--- config.mk ---
export PLATFORM = sky130hd
export DESIGN_NAME = rxfc_gen
export DESIGN_NICKNAME = d
export VERILOG_FILES = /design/src/rtl/rxfc_pkg.sv /design/src/rtl/rxfc_level_mon.sv /design/src/rtl/rxfc_inject_seq.sv /design/src/rtl/rxfc_gen.sv
export SDC_FILE = /design/constraint.sdc
export NUM_CORES = 1
export LEC_CHECK = 0
export BUFFER_PORTS_ARGS = -buffer_cell sky130_fd_sc_hd__buf_2
export CAP_MARGIN = 20
export CORE_MARGIN = 10
export CORE_UTILIZATION = 42
export CTS_CLUSTER_DIAMETER = 60
export DETAILED_ROUTE_END_ITERATION = 7
export PLACE_DENSITY = 0.94
export SKIP_CTS_REPAIR_TIMING = 1
export SYNTH_ARGS = -nofsm -noshare
export SYNTH_HDL_FRONTEND = slang
export SYNTH_SLANG_ARGS = --single-unit
--- constraint.sdc ---
create_clock -name clk -period 2.6 [get_ports clk]
set_clock_uncertainty 0.2 [all_clocks]
set_input_delay 0.65 -clock clk [delete_from_list [all_inputs] [get_ports clk]]
set_output_delay 0.65 -clock clk [all_outputs]
set_load 0.005 [all_outputs]
--- src/rtl/rxfc_pkg.sv ---
package rxfc_pkg;

    localparam int CHAR_W = 8;

    typedef logic [CHAR_W-1:0] fc_char_t;

    typedef enum logic {
        FK_RUN  = 1'b0,
        FK_HALT = 1'b1
    } flow_kind_e;

    typedef struct packed {
        fc_char_t xoff1;
        fc_char_t xoff2;
        fc_char_t xon1;
        fc_char_t xon2;
    } flow_codes_t;

    function automatic fc_char_t pick_code(flow_codes_t codes, flow_kind_e kind, logic second);
        fc_char_t c;
        if (kind == FK_HALT) c = second ? codes.xoff2 : codes.xoff1;
        else                 c = second ? codes.xon2  : codes.xon1;
        return c;
    endfunction

endpackage

--- src/rtl/rxfc_level_mon.sv ---
module rxfc_level_mon
    import rxfc_pkg::*;
#(
    parameter int CNT_W = 8
) (
    input  logic             clk,
    input  logic             rst,
    input  logic             enable,
    input  logic [CNT_W-1:0] fill,
    input  logic             rd,
    input  logic [CNT_W-1:0] halt_lvl,
    input  logic [CNT_W-1:0] resume_lvl,
    output flow_kind_e       target
);

    logic       read_seen;
    flow_kind_e target_q;

    always_ff @(posedge clk) begin
        if (rst || !enable) begin
            target_q  <= FK_RUN;
            read_seen <= 1'b0;
        end else if (target_q == FK_RUN) begin
            read_seen <= 1'b0;
            if (fill >= halt_lvl) target_q <= FK_HALT;
        end else begin
            if ((read_seen || rd) && (fill <= resume_lvl)) begin
                target_q  <= FK_RUN;
                read_seen <= 1'b0;
            end else if (rd) begin
                read_seen <= 1'b1;
            end
        end
    end

    assign target = target_q;

endmodule

--- src/rtl/rxfc_inject_seq.sv ---
module rxfc_inject_seq
    import rxfc_pkg::*;
(
    input  logic        clk,
    input  logic        rst,
    input  logic        enable,
    input  logic        dual,
    input  flow_kind_e  target,
    input  flow_codes_t codes,
    input  logic        take,
    output logic        req,
    output fc_char_t    char_out,
    output logic        mid_pair,
    output logic        sent_halt
);

    flow_kind_e sent_q;
    flow_kind_e mid_kind;
    logic       mid_q;
    logic       handoff;

    assign req     = enable && (mid_q || (target != sent_q));
    assign handoff = req && take;

    always_ff @(posedge clk) begin
        if (rst || !enable) begin
            sent_q   <= FK_RUN;
            mid_q    <= 1'b0;
            mid_kind <= FK_RUN;
        end else if (handoff) begin
            if (mid_q) begin
                mid_q  <= 1'b0;
                sent_q <= mid_kind;
            end else if (dual) begin
                mid_q    <= 1'b1;
                mid_kind <= target;
            end else begin
                sent_q <= target;
            end
        end
    end

    assign char_out  = mid_q ? pick_code(codes, mid_kind, 1'b1)
                             : pick_code(codes, target, 1'b0);
    assign mid_pair  = mid_q;
    assign sent_halt = (sent_q == FK_HALT);

endmodule

--- src/rtl/rxfc_gen.sv ---
module rxfc_gen
    import rxfc_pkg::*;
#(
    parameter int FIFO_DEPTH = 128,
    localparam int CNT_W     = $clog2(FIFO_DEPTH + 1)
) (
    input  logic             clk,
    input  logic             rst,
    input  logic             cfg_enable,
    input  logic             cfg_dual,
    input  logic [CNT_W-1:0] cfg_halt_lvl,
    input  logic [CNT_W-1:0] cfg_resume_lvl,
    input  logic [7:0]       cfg_xoff1,
    input  logic [7:0]       cfg_xoff2,
    input  logic [7:0]       cfg_xon1,
    input  logic [7:0]       cfg_xon2,
    input  logic [CNT_W-1:0] fifo_count,
    input  logic             fifo_rd,
    input  logic             tx_take,
    output logic             inj_req,
    output logic [7:0]       inj_char
);

    flow_kind_e  target;
    flow_codes_t codes;
    logic        target_halt;
    logic        mid_pair;
    logic        sent_halt;

    assign codes = '{xoff1: cfg_xoff1, xoff2: cfg_xoff2, xon1: cfg_xon1, xon2: cfg_xon2};
    assign target_halt = (target == FK_HALT);

    rxfc_level_mon #(.CNT_W(CNT_W)) u_mon (
        .clk        (clk),
        .rst        (rst),
        .enable     (cfg_enable),
        .fill       (fifo_count),
        .rd         (fifo_rd),
        .halt_lvl   (cfg_halt_lvl),
        .resume_lvl (cfg_resume_lvl),
        .target     (target)
    );

    rxfc_inject_seq u_seq (
        .clk       (clk),
        .rst       (rst),
        .enable    (cfg_enable),
        .dual      (cfg_dual),
        .target    (target),
        .codes     (codes),
        .take      (tx_take),
        .req       (inj_req),
        .char_out  (inj_char),
        .mid_pair  (mid_pair),
        .sent_halt (sent_halt)
    );

endmodule

==> flow_summary.rst, run 1 <==
.. list-table::
   :header-rows: 1

   * - Metric
     - Value
   * - Global Route Usage Sum
     - 13.2%
   * - Setup slack of the worst register-to-register path
     - 0.49 ns
   * - Final setup violation count
     - 0
   * - Count of input and output buffers
     - 70
   * - Crit path time final
     - about 2.4 ns
   * - Kind of critical path
     - register to primary output
   * - Topmost layer with routed signal wires
     - met3
   * - Critical path startpoint category
     - register
   * - Die ar.
     - about 0.0043 mm2
   * - Worst Max-Slew Pin Slew
     - approximately 0.70 ns
   * - Core box area
     - slightly below 0.002 mm2
   * - Routed len/inst
     - 13.6 um
   * - # Max-Cap Violations
     - 0
   * - Launching element of the worst setup path
     - u_mon.target
   * - Distinct cells, synth
     - 25
   * - HPWL Detailed
     - 2.66 mm
   * - Share of post-route cells with drive strength above 1
     - 40.5%
   * - Worst Setup End Kind
     - primary output
   * - Worst vdd rail ir drop
     - 0.000175 V
   * - Die Span Y
     - 65.2 um
   * - Vias per inst
     - 5.04
   * - Multi-input logic area
     - 667 um2
   * - Synthesized Nets
     - 194
   * - Effective utilization at floorplan
     - 43.8%
   * - Global-route wire length before repair
     - 4.68 mm
   * - DRC marker count from the first detailed-route iteration
     - 62
   * - Total grt overflow
     - 0
   * - Count of TritonRoute iterations in the first routing pass
     - 4
   * - Clk root buf
     - sky130_fd_sc_hd__clkbuf_4
   * - Total Wirelength
     - 2.89 mm
   * - CTS H-Tree Depth
     - 1
   * - RSZ-0062 raised after global routing
     - false
   * - Syn-to-layout area delta
     - 45.3%
   * - Final WS setup
     - 0.209 ns
   * - Most common flop cell mapped by yosys
     - sky130_fd_sc_hd__dfxtp_1
   * - Power per standard cell area
     - approximately 250 mW/mm2
   * - Number of DRC violations after detailed routing
     - 0
   * - Number of synthesized flops with an enable pin
     - 0
   * - Clk sink count
     - 5
   * - Yosys warnings
     - 0
   * - Data required time at the worst endpoint
     - 1.75 ns
   * - RR Endpoint
     - u_seq.mid_kind
   * - Via count of the first global-routing pass
     - 1118
   * - Worst Hold Class
     - register to register
   * - TritonCTS clock tree
     - yes
   * - Standby leakage power
     - about 0.7 nW
   * - Clk slew on worst S/H paths
     - 0.04 ns
   * - Number of CTS-inserted buffers
     - 3
   * - Total vias in the final route
     - 1069
   * - Total Neg Setup Slack
     - 0 ns
   * - Part of the Yosys area used for sequential elements
     - 11.6%
   * - Final hold violations
     - 0
   * - FF-to-FF path depth
     - 5
   * - Nets
     - roughly 260
   * - Synth top area share
     - a little under a quarter
   * - Standard-cell rows
     - 16
   * - Final antenna diode count
     - 0
   * - Worst-path maximum fanout
     - 21
   * - Die Width
     - roughly 65 um
   * - Initial antenna violation count
     - 0
   * - Metal2 WL
     - 1.21 mm
   * - Worst setup slack before clock tree synthesis
     - around 0.42 ns
   * - Metal3 WL
     - 497 um
   * - Final period util
     - 92.0%
   * - Clock latency on the worst-skew pair
     - roughly 0.24 ns
   * - Post-synthesis async set-or-reset flop share
     - 0%
   * - Reg-to-reg startpoint
     - u_mon.target
   * - CP arrival
     - around 1.5 ns
   * - Achievable frequency
     - 0.418 GHz
   * - Met1 layer wirelength in the final routing
     - 1.18 mm
   * - Pin count of the biggest net entering global routing
     - 24
   * - Routability Congestion
     - 0.844
   * - Result of the run
     - complete, no violations
   * - Deepest clock path buffer count
     - 2
   * - Leading area contributor after synthesis
     - sky130_fd_sc_hd__ha_1
   * - Avg Synthesized Cell Area
     - ~7.4 um2
   * - Register bit count reported by yosys
     - 5
   * - Largest cells by area after synthesis
     - sky130_fd_sc_hd__ha_1 (23%), sky130_fd_sc_hd__dfxtp_1 (12%), sky130_fd_sc_hd__mux2i_1 (10%), sky130_fd_sc_hd__inv_1 (8.3%), sky130_fd_sc_hd__a21oi_1 (8.2%)
   * - Area of the mapped netlist
     - about 860 um2
   * - Slew Viols, Final
     - 0
   * - Headroom to the max-slew limit
     - between 50% and 60%
   * - Area occupied by registers
     - approximately 100 um2
   * - ANT nets after route
     - 0
   * - Ports
     - 71
   * - Cells after synthesis
     - 116
   * - Filler cells
     - 193
   * - Crit path to
     - inj_char[3]
-- cell usage in the layout (no fill, tap or decap), types with 3 or more instances in the layout --
master / synthesis / layout
sky130_fd_sc_hd__ha_1: 16 / 16
sky130_fd_sc_hd__a21oi_1: 14 / 14
sky130_fd_sc_hd__o21ai_0: 4 / 4
sky130_fd_sc_hd__inv_1: 19 / 19
sky130_fd_sc_hd__nand2_1: 4 / 4
sky130_fd_sc_hd__nor2b_1: 9 / 9
sky130_fd_sc_hd__mux2i_1: 9 / 9
sky130_fd_sc_hd__nor3_1: 3 / 3
sky130_fd_sc_hd__buf_2: 2 / 70
sky130_fd_sc_hd__nand4_1: 4 / 4
sky130_fd_sc_hd__dfxtp_1: 5 / 5
sky130_fd_sc_hd__clkbuf_4: 0 / 3
sky130_fd_sc_hd__a211oi_1: 9 / 9
-- sequential cells by signal (all words and copies together) (netlist names) --
signal and count:
u_mon.read_seen 1, u_mon.target 1, u_seq.mid_kind 1, u_seq.mid_pair 1, u_seq.sent_halt 1
-- final cells by class --
type                       count  area share [%]
multi-input combinational     87            53.4
inverter                      19            5.71
clock buffer                   4            2.10
tap                           27            2.71
timing repair buffer          70            28.1
sequential                     5            8.02
-- worst max-delay path, stage by stage, from the launching register on --
cell and delay, ns:
sky130_fd_sc_hd__dfxtp_1 0.73, sky130_fd_sc_hd__nor2b_1 0.10, sky130_fd_sc_hd__a211oi_1 0.25, sky130_fd_sc_hd__a21oi_1 0.06, sky130_fd_sc_hd__buf_2 0.16
-- cell usage after synthesis, types with 3 or more instances --
cell type                  number
sky130_fd_sc_hd__mux2i_1        9
sky130_fd_sc_hd__dfxtp_1        5
sky130_fd_sc_hd__inv_1         19
sky130_fd_sc_hd__nand4_1        4
sky130_fd_sc_hd__o21ai_0        4
sky130_fd_sc_hd__nand2_1        4
sky130_fd_sc_hd__a211oi_1       9
sky130_fd_sc_hd__ha_1          16
sky130_fd_sc_hd__a21oi_1       14
sky130_fd_sc_hd__nor2b_1        9
sky130_fd_sc_hd__nor3_1         3
sky130_fd_sc_hd__clkbuf_1       3
-- per-stage QoR --
step / std cells / util [%] / area, um2 / power, mW / hold slack, ns
CTS: 212 / 63.6 / 1250 / 0.324 / 0.396
global placement: 208 / 62.3 / 1220 / 0.226 / 0.349
finish: 212 / 63.6 / 1250 / 0.317 / 0.386
global route: 212 / 63.6 / 1250 / 0.349 / 0.454
detailed placement: 208 / 62.3 / 1220 / 0.232 / 0.385
floorplan: 116 / - / 860 / 0.158 / 0.327
-- report_power, final --
| part | leakage [nW] | switching [mW] | internal, mW | total, mW |
|---|---|---|---|---|
| Combinational | 0.628 | 0.0650 | 0.0805 | 0.145 |
| Sequential | 0.0404 | 0.00603 | 0.0783 | 0.0844 |
| Clock | 0.0150 | 0.0293 | 0.0579 | 0.0872 |
| Total | 0.684 | 0.100 | 0.217 | 0.317 |
-- layer usage --
layer  track usage (%)  up-vias
met5                 0        -
met4              3.74        0
met3              9.15        0
met2              21.5       58
met1              13.4      456
li1                  -      555
-- kinds of logic (layout without fill, tap and decap cells) --
kind of cell,Yosys count,in the layout,synth area share (%)
compound gates,35,35,25.5
buf+inv,24,93,10.8
fa+ha+maj,16,16,23.3
simple gates,26,26,17.3
flops,5,5,11.6
xor+xnor,1,1,1.02
mux,9,9,10.5
-- worst min-delay path by stage --
stage | startpoint | to | slack, ns | cells after the start
after floorplan | u_mon.read_seen | u_mon.read_seen | 0.33 | 2
after global placement | u_mon.read_seen | u_mon.read_seen | 0.35 | 2
after detailed placement | u_mon.read_seen | u_mon.target | 0.38 | 3
after CTS | u_mon.read_seen | u_mon.target | 0.40 | 3
after global routing | u_seq.sent_halt | u_seq.sent_halt | 0.45 | 3
final | u_mon.read_seen | u_mon.target | 0.39 | 3
(Power assumes the default switching activity.)
==> inputs of run 2 (changes only) <==
==> constraint.sdc (replaced) <==
create_clock -name clk -period 2.8 [get_ports clk]
set_clock_uncertainty 0.2 [all_clocks]
set_input_delay 0.7 -clock clk [delete_from_list [all_inputs] [get_ports clk]]
set_output_delay 0.7 -clock clk [all_outputs]
set_load 0.005 [all_outputs]
==> run 2 against run 1 <==
Critical path depth is the same. Clock-buffer cell count is the same. Sequential cell count is the same. Sequential power shrank 6.9%. Register-to-register slack gained 0.18 ns. Wire length shrank 3.2%. Final area is the same. Largest power group unchanged. Global-route usage shrank 0.38 points.
==> flow_summary.rst, run 2 (same netlist as run 1, synthesis figures left out) <==
.. list-table::
   :header-rows: 1

   * - Metric
     - Value
   * - Slew Viols, Final
     - 0
   * - Setup slack of the worst register-to-register path
     - 0.67 ns
   * - Standard-cell rows
     - 16
   * - Syn-to-layout area delta
     - 45.3%
   * - Number of CTS-inserted buffers
     - 3
   * - Clk slew on worst S/H paths
     - 0.04 ns
   * - Deepest clock path buffer count
     - 2
   * - Die Span Y
     - 65.2 um
   * - Clock latency on the worst-skew pair
     - 0.24 ns
   * - CTS H-Tree Depth
     - 1
   * - Vias per inst
     - slightly below 5
   * - Total vias in the final route
     - 1053
   * - Leading cell type in the layout, fill and taps excluded
     - sky130_fd_sc_hd__buf_2
   * - Number of DRC violations after detailed routing
     - 0
   * - Gate power share
     - between 40% and 50%
   * - Cell class contributing the biggest share of worst-path delay
     - flip-flops
   * - Cell Count, Final, Fillers Out
     - between 200 and 250
   * - Data required time at the worst endpoint
     - 1.90 ns
   * - Kind of critical path
     - register to primary output
   * - # placed instances
     - 208
   * - Relative contribution of the clock network to total power
     - 28.1%
   * - Switching power of the nets
     - approximately 94 uW
   * - Achievable frequency
     - approximately 0.41 GHz
   * - Core box area
     - a little under 0.002 mm2
   * - Min-Delay Path Depth
     - 3
   * - Global-route wire length before repair
     - roughly 4.6 mm
   * - Standby leakage power
     - 0.684 nW
   * - Buffer and inverter count on the worst path
     - 1
   * - Worst-path cell with the longest stage delay
     - sky130_fd_sc_hd__dfxtp_1
   * - Total Neg Setup Slack
     - 0 ns
   * - Worst path cell trace
     - nor2b_1 -> a211oi_1 -> a21oi_1 -> buf_2
   * - Final setup violation count
     - 0
   * - Headroom to the max-slew limit
     - 53.7%
   * - Reg-to-reg startpoint
     - u_mon.target
   * - Util after Layout
     - 63.6%
   * - Routed len/inst
     - 13.2 um
   * - Internal power summed over all cells
     - 201 uW
   * - Worst Max-Slew Pin Slew
     - 0.694 ns
   * - ANT nets after route
     - 0
   * - DRC marker count from the first detailed-route iteration
     - 76
   * - Final hold violations
     - 0
   * - Proportion of total power due to net switching
     - 31.8%
   * - Initial antenna violation count
     - 0
   * - Result of the run
     - complete, no violations
   * - End point of the most critical hold path
     - u_mon.target
   * - Worst Hold Class
     - register to register
   * - Count of input and output buffers
     - 70
   * - Ports
     - 71
   * - Count of TritonRoute iterations in the first routing pass
     - 5
   * - Final period util
     - 88.1%
   * - Critical path's largest stage delay
     - 0.74 ns
   * - Die Width
     - 65.2 um
   * - FF-to-FF path depth
     - 5
   * - Die ar.
     - between 0.004 and 0.005 mm2
   * - Origin of the worst min-delay path
     - u_mon.read_seen
   * - Worst vdd rail ir drop
     - 0.000187 V
   * - Power per standard cell area
     - 236 mW/mm2
   * - RSZ-0062 raised after global routing
     - false
   * - Critical path startpoint category
     - register
   * - Pin count of the biggest net entering global routing
     - 24
   * - Clk root buf
     - sky130_fd_sc_hd__clkbuf_4
   * - Total grt overflow
     - 0
   * - RR Endpoint
     - u_seq.mid_kind
   * - Worst-path maximum fanout
     - 21
   * - Crit path time final
     - 2.47 ns
   * - Final antenna diode count
     - 0
   * - # Max-Cap Violations
     - 0
   * - CP arrival
     - about 1.6 ns
   * - Highest-count cells in the layout ignoring fill and taps
     - sky130_fd_sc_hd__buf_2 (70), sky130_fd_sc_hd__inv_1 (19), sky130_fd_sc_hd__ha_1 (16)
   * - Final WS setup
     - ~0.33 ns
   * - Nets
     - 264
   * - Share of post-route cells with drive strength above 1
     - 40.5%
   * - Global Route Usage Sum
     - 12.8%
   * - Total Wirelength
     - 2.80 mm
   * - Routability Congestion
     - 0.846
   * - Sequential power share
     - 26.6%
   * - TritonCTS clock tree
     - yes
   * - Worst setup slack before clock tree synthesis
     - 0.516 ns
   * - Effective utilization at floorplan
     - 43.8%
   * - Clk sink count
     - 5
   * - HPWL Detailed
     - about 2.5 mm
   * - Via count of the first global-routing pass
     - 1041
   * - Worst Setup End Kind
     - primary output
-- run 2: worst register-to-register path, cell delays in order, from the launching register on --
cell                       delay (ns)
sky130_fd_sc_hd__dfxtp_1         0.74
sky130_fd_sc_hd__xor2_1          0.28
sky130_fd_sc_hd__o211ai_2        0.14
sky130_fd_sc_hd__or3b_4          0.44
sky130_fd_sc_hd__mux2i_1         0.16
sky130_fd_sc_hd__nor2_1          0.05
-- run 2: layout make-up --
type / instances / area [um2]
fillers: 183 / 713
multi-input cells: 87 / 667
repair buffers: 70 / 350
flip-flops and latches: 5 / 100
inverters: 19 / 71.3
well taps: 27 / 33.8
clock buffers: 4 / 26.3
-- run 2: metal layers --
layer,global-route usage (%),share of wire (%),up-vias
met5,0,0,-
met1,13.8,43,432
li1,-,-,557
met3,9.15,17,2
met2,19.9,40,62
met4,2.94,0.25,0
-- run 2: power groups by stage --
stage               combinational [mW]  clock [mW]  sequential, mW
global placement                 0.131           0          0.0795
floorplan                       0.0719           0          0.0747
CTS                              0.135      0.0852          0.0784
global route                     0.155      0.0894          0.0793
detailed placement               0.134           0          0.0797
finish                           0.134      0.0827          0.0786
-- run 2: worst max path at each step --
stage | startpoint | end | slack, ns | cells past startpoint
5_1_grt | u_mon.target | inj_char[2] | 0.15 | 4
6_report | u_mon.target | inj_char[2] | 0.33 | 4
2_1_floorplan | cfg_xon1[0] | inj_char[0] | 0.82 | 3
3_3_place_gp | cfg_xon1[0] | inj_char[0] | 0.52 | 5
3_5_place_dp | cfg_xon1[2] | inj_char[2] | 0.52 | 5
4_1_cts | u_mon.target | inj_char[2] | 0.33 | 4
-- run 2: through the flow --
stage	hold WS, ns	cell area [um2]	power, mW
2_1_floorplan	0.327	860	0.147
3_3_place_gp	0.349	1220	0.210
3_5_place_dp	0.373	1220	0.214
4_1_cts	0.386	1250	0.299
5_1_grt	0.450	1250	0.324
6_report	0.384	1250	0.295
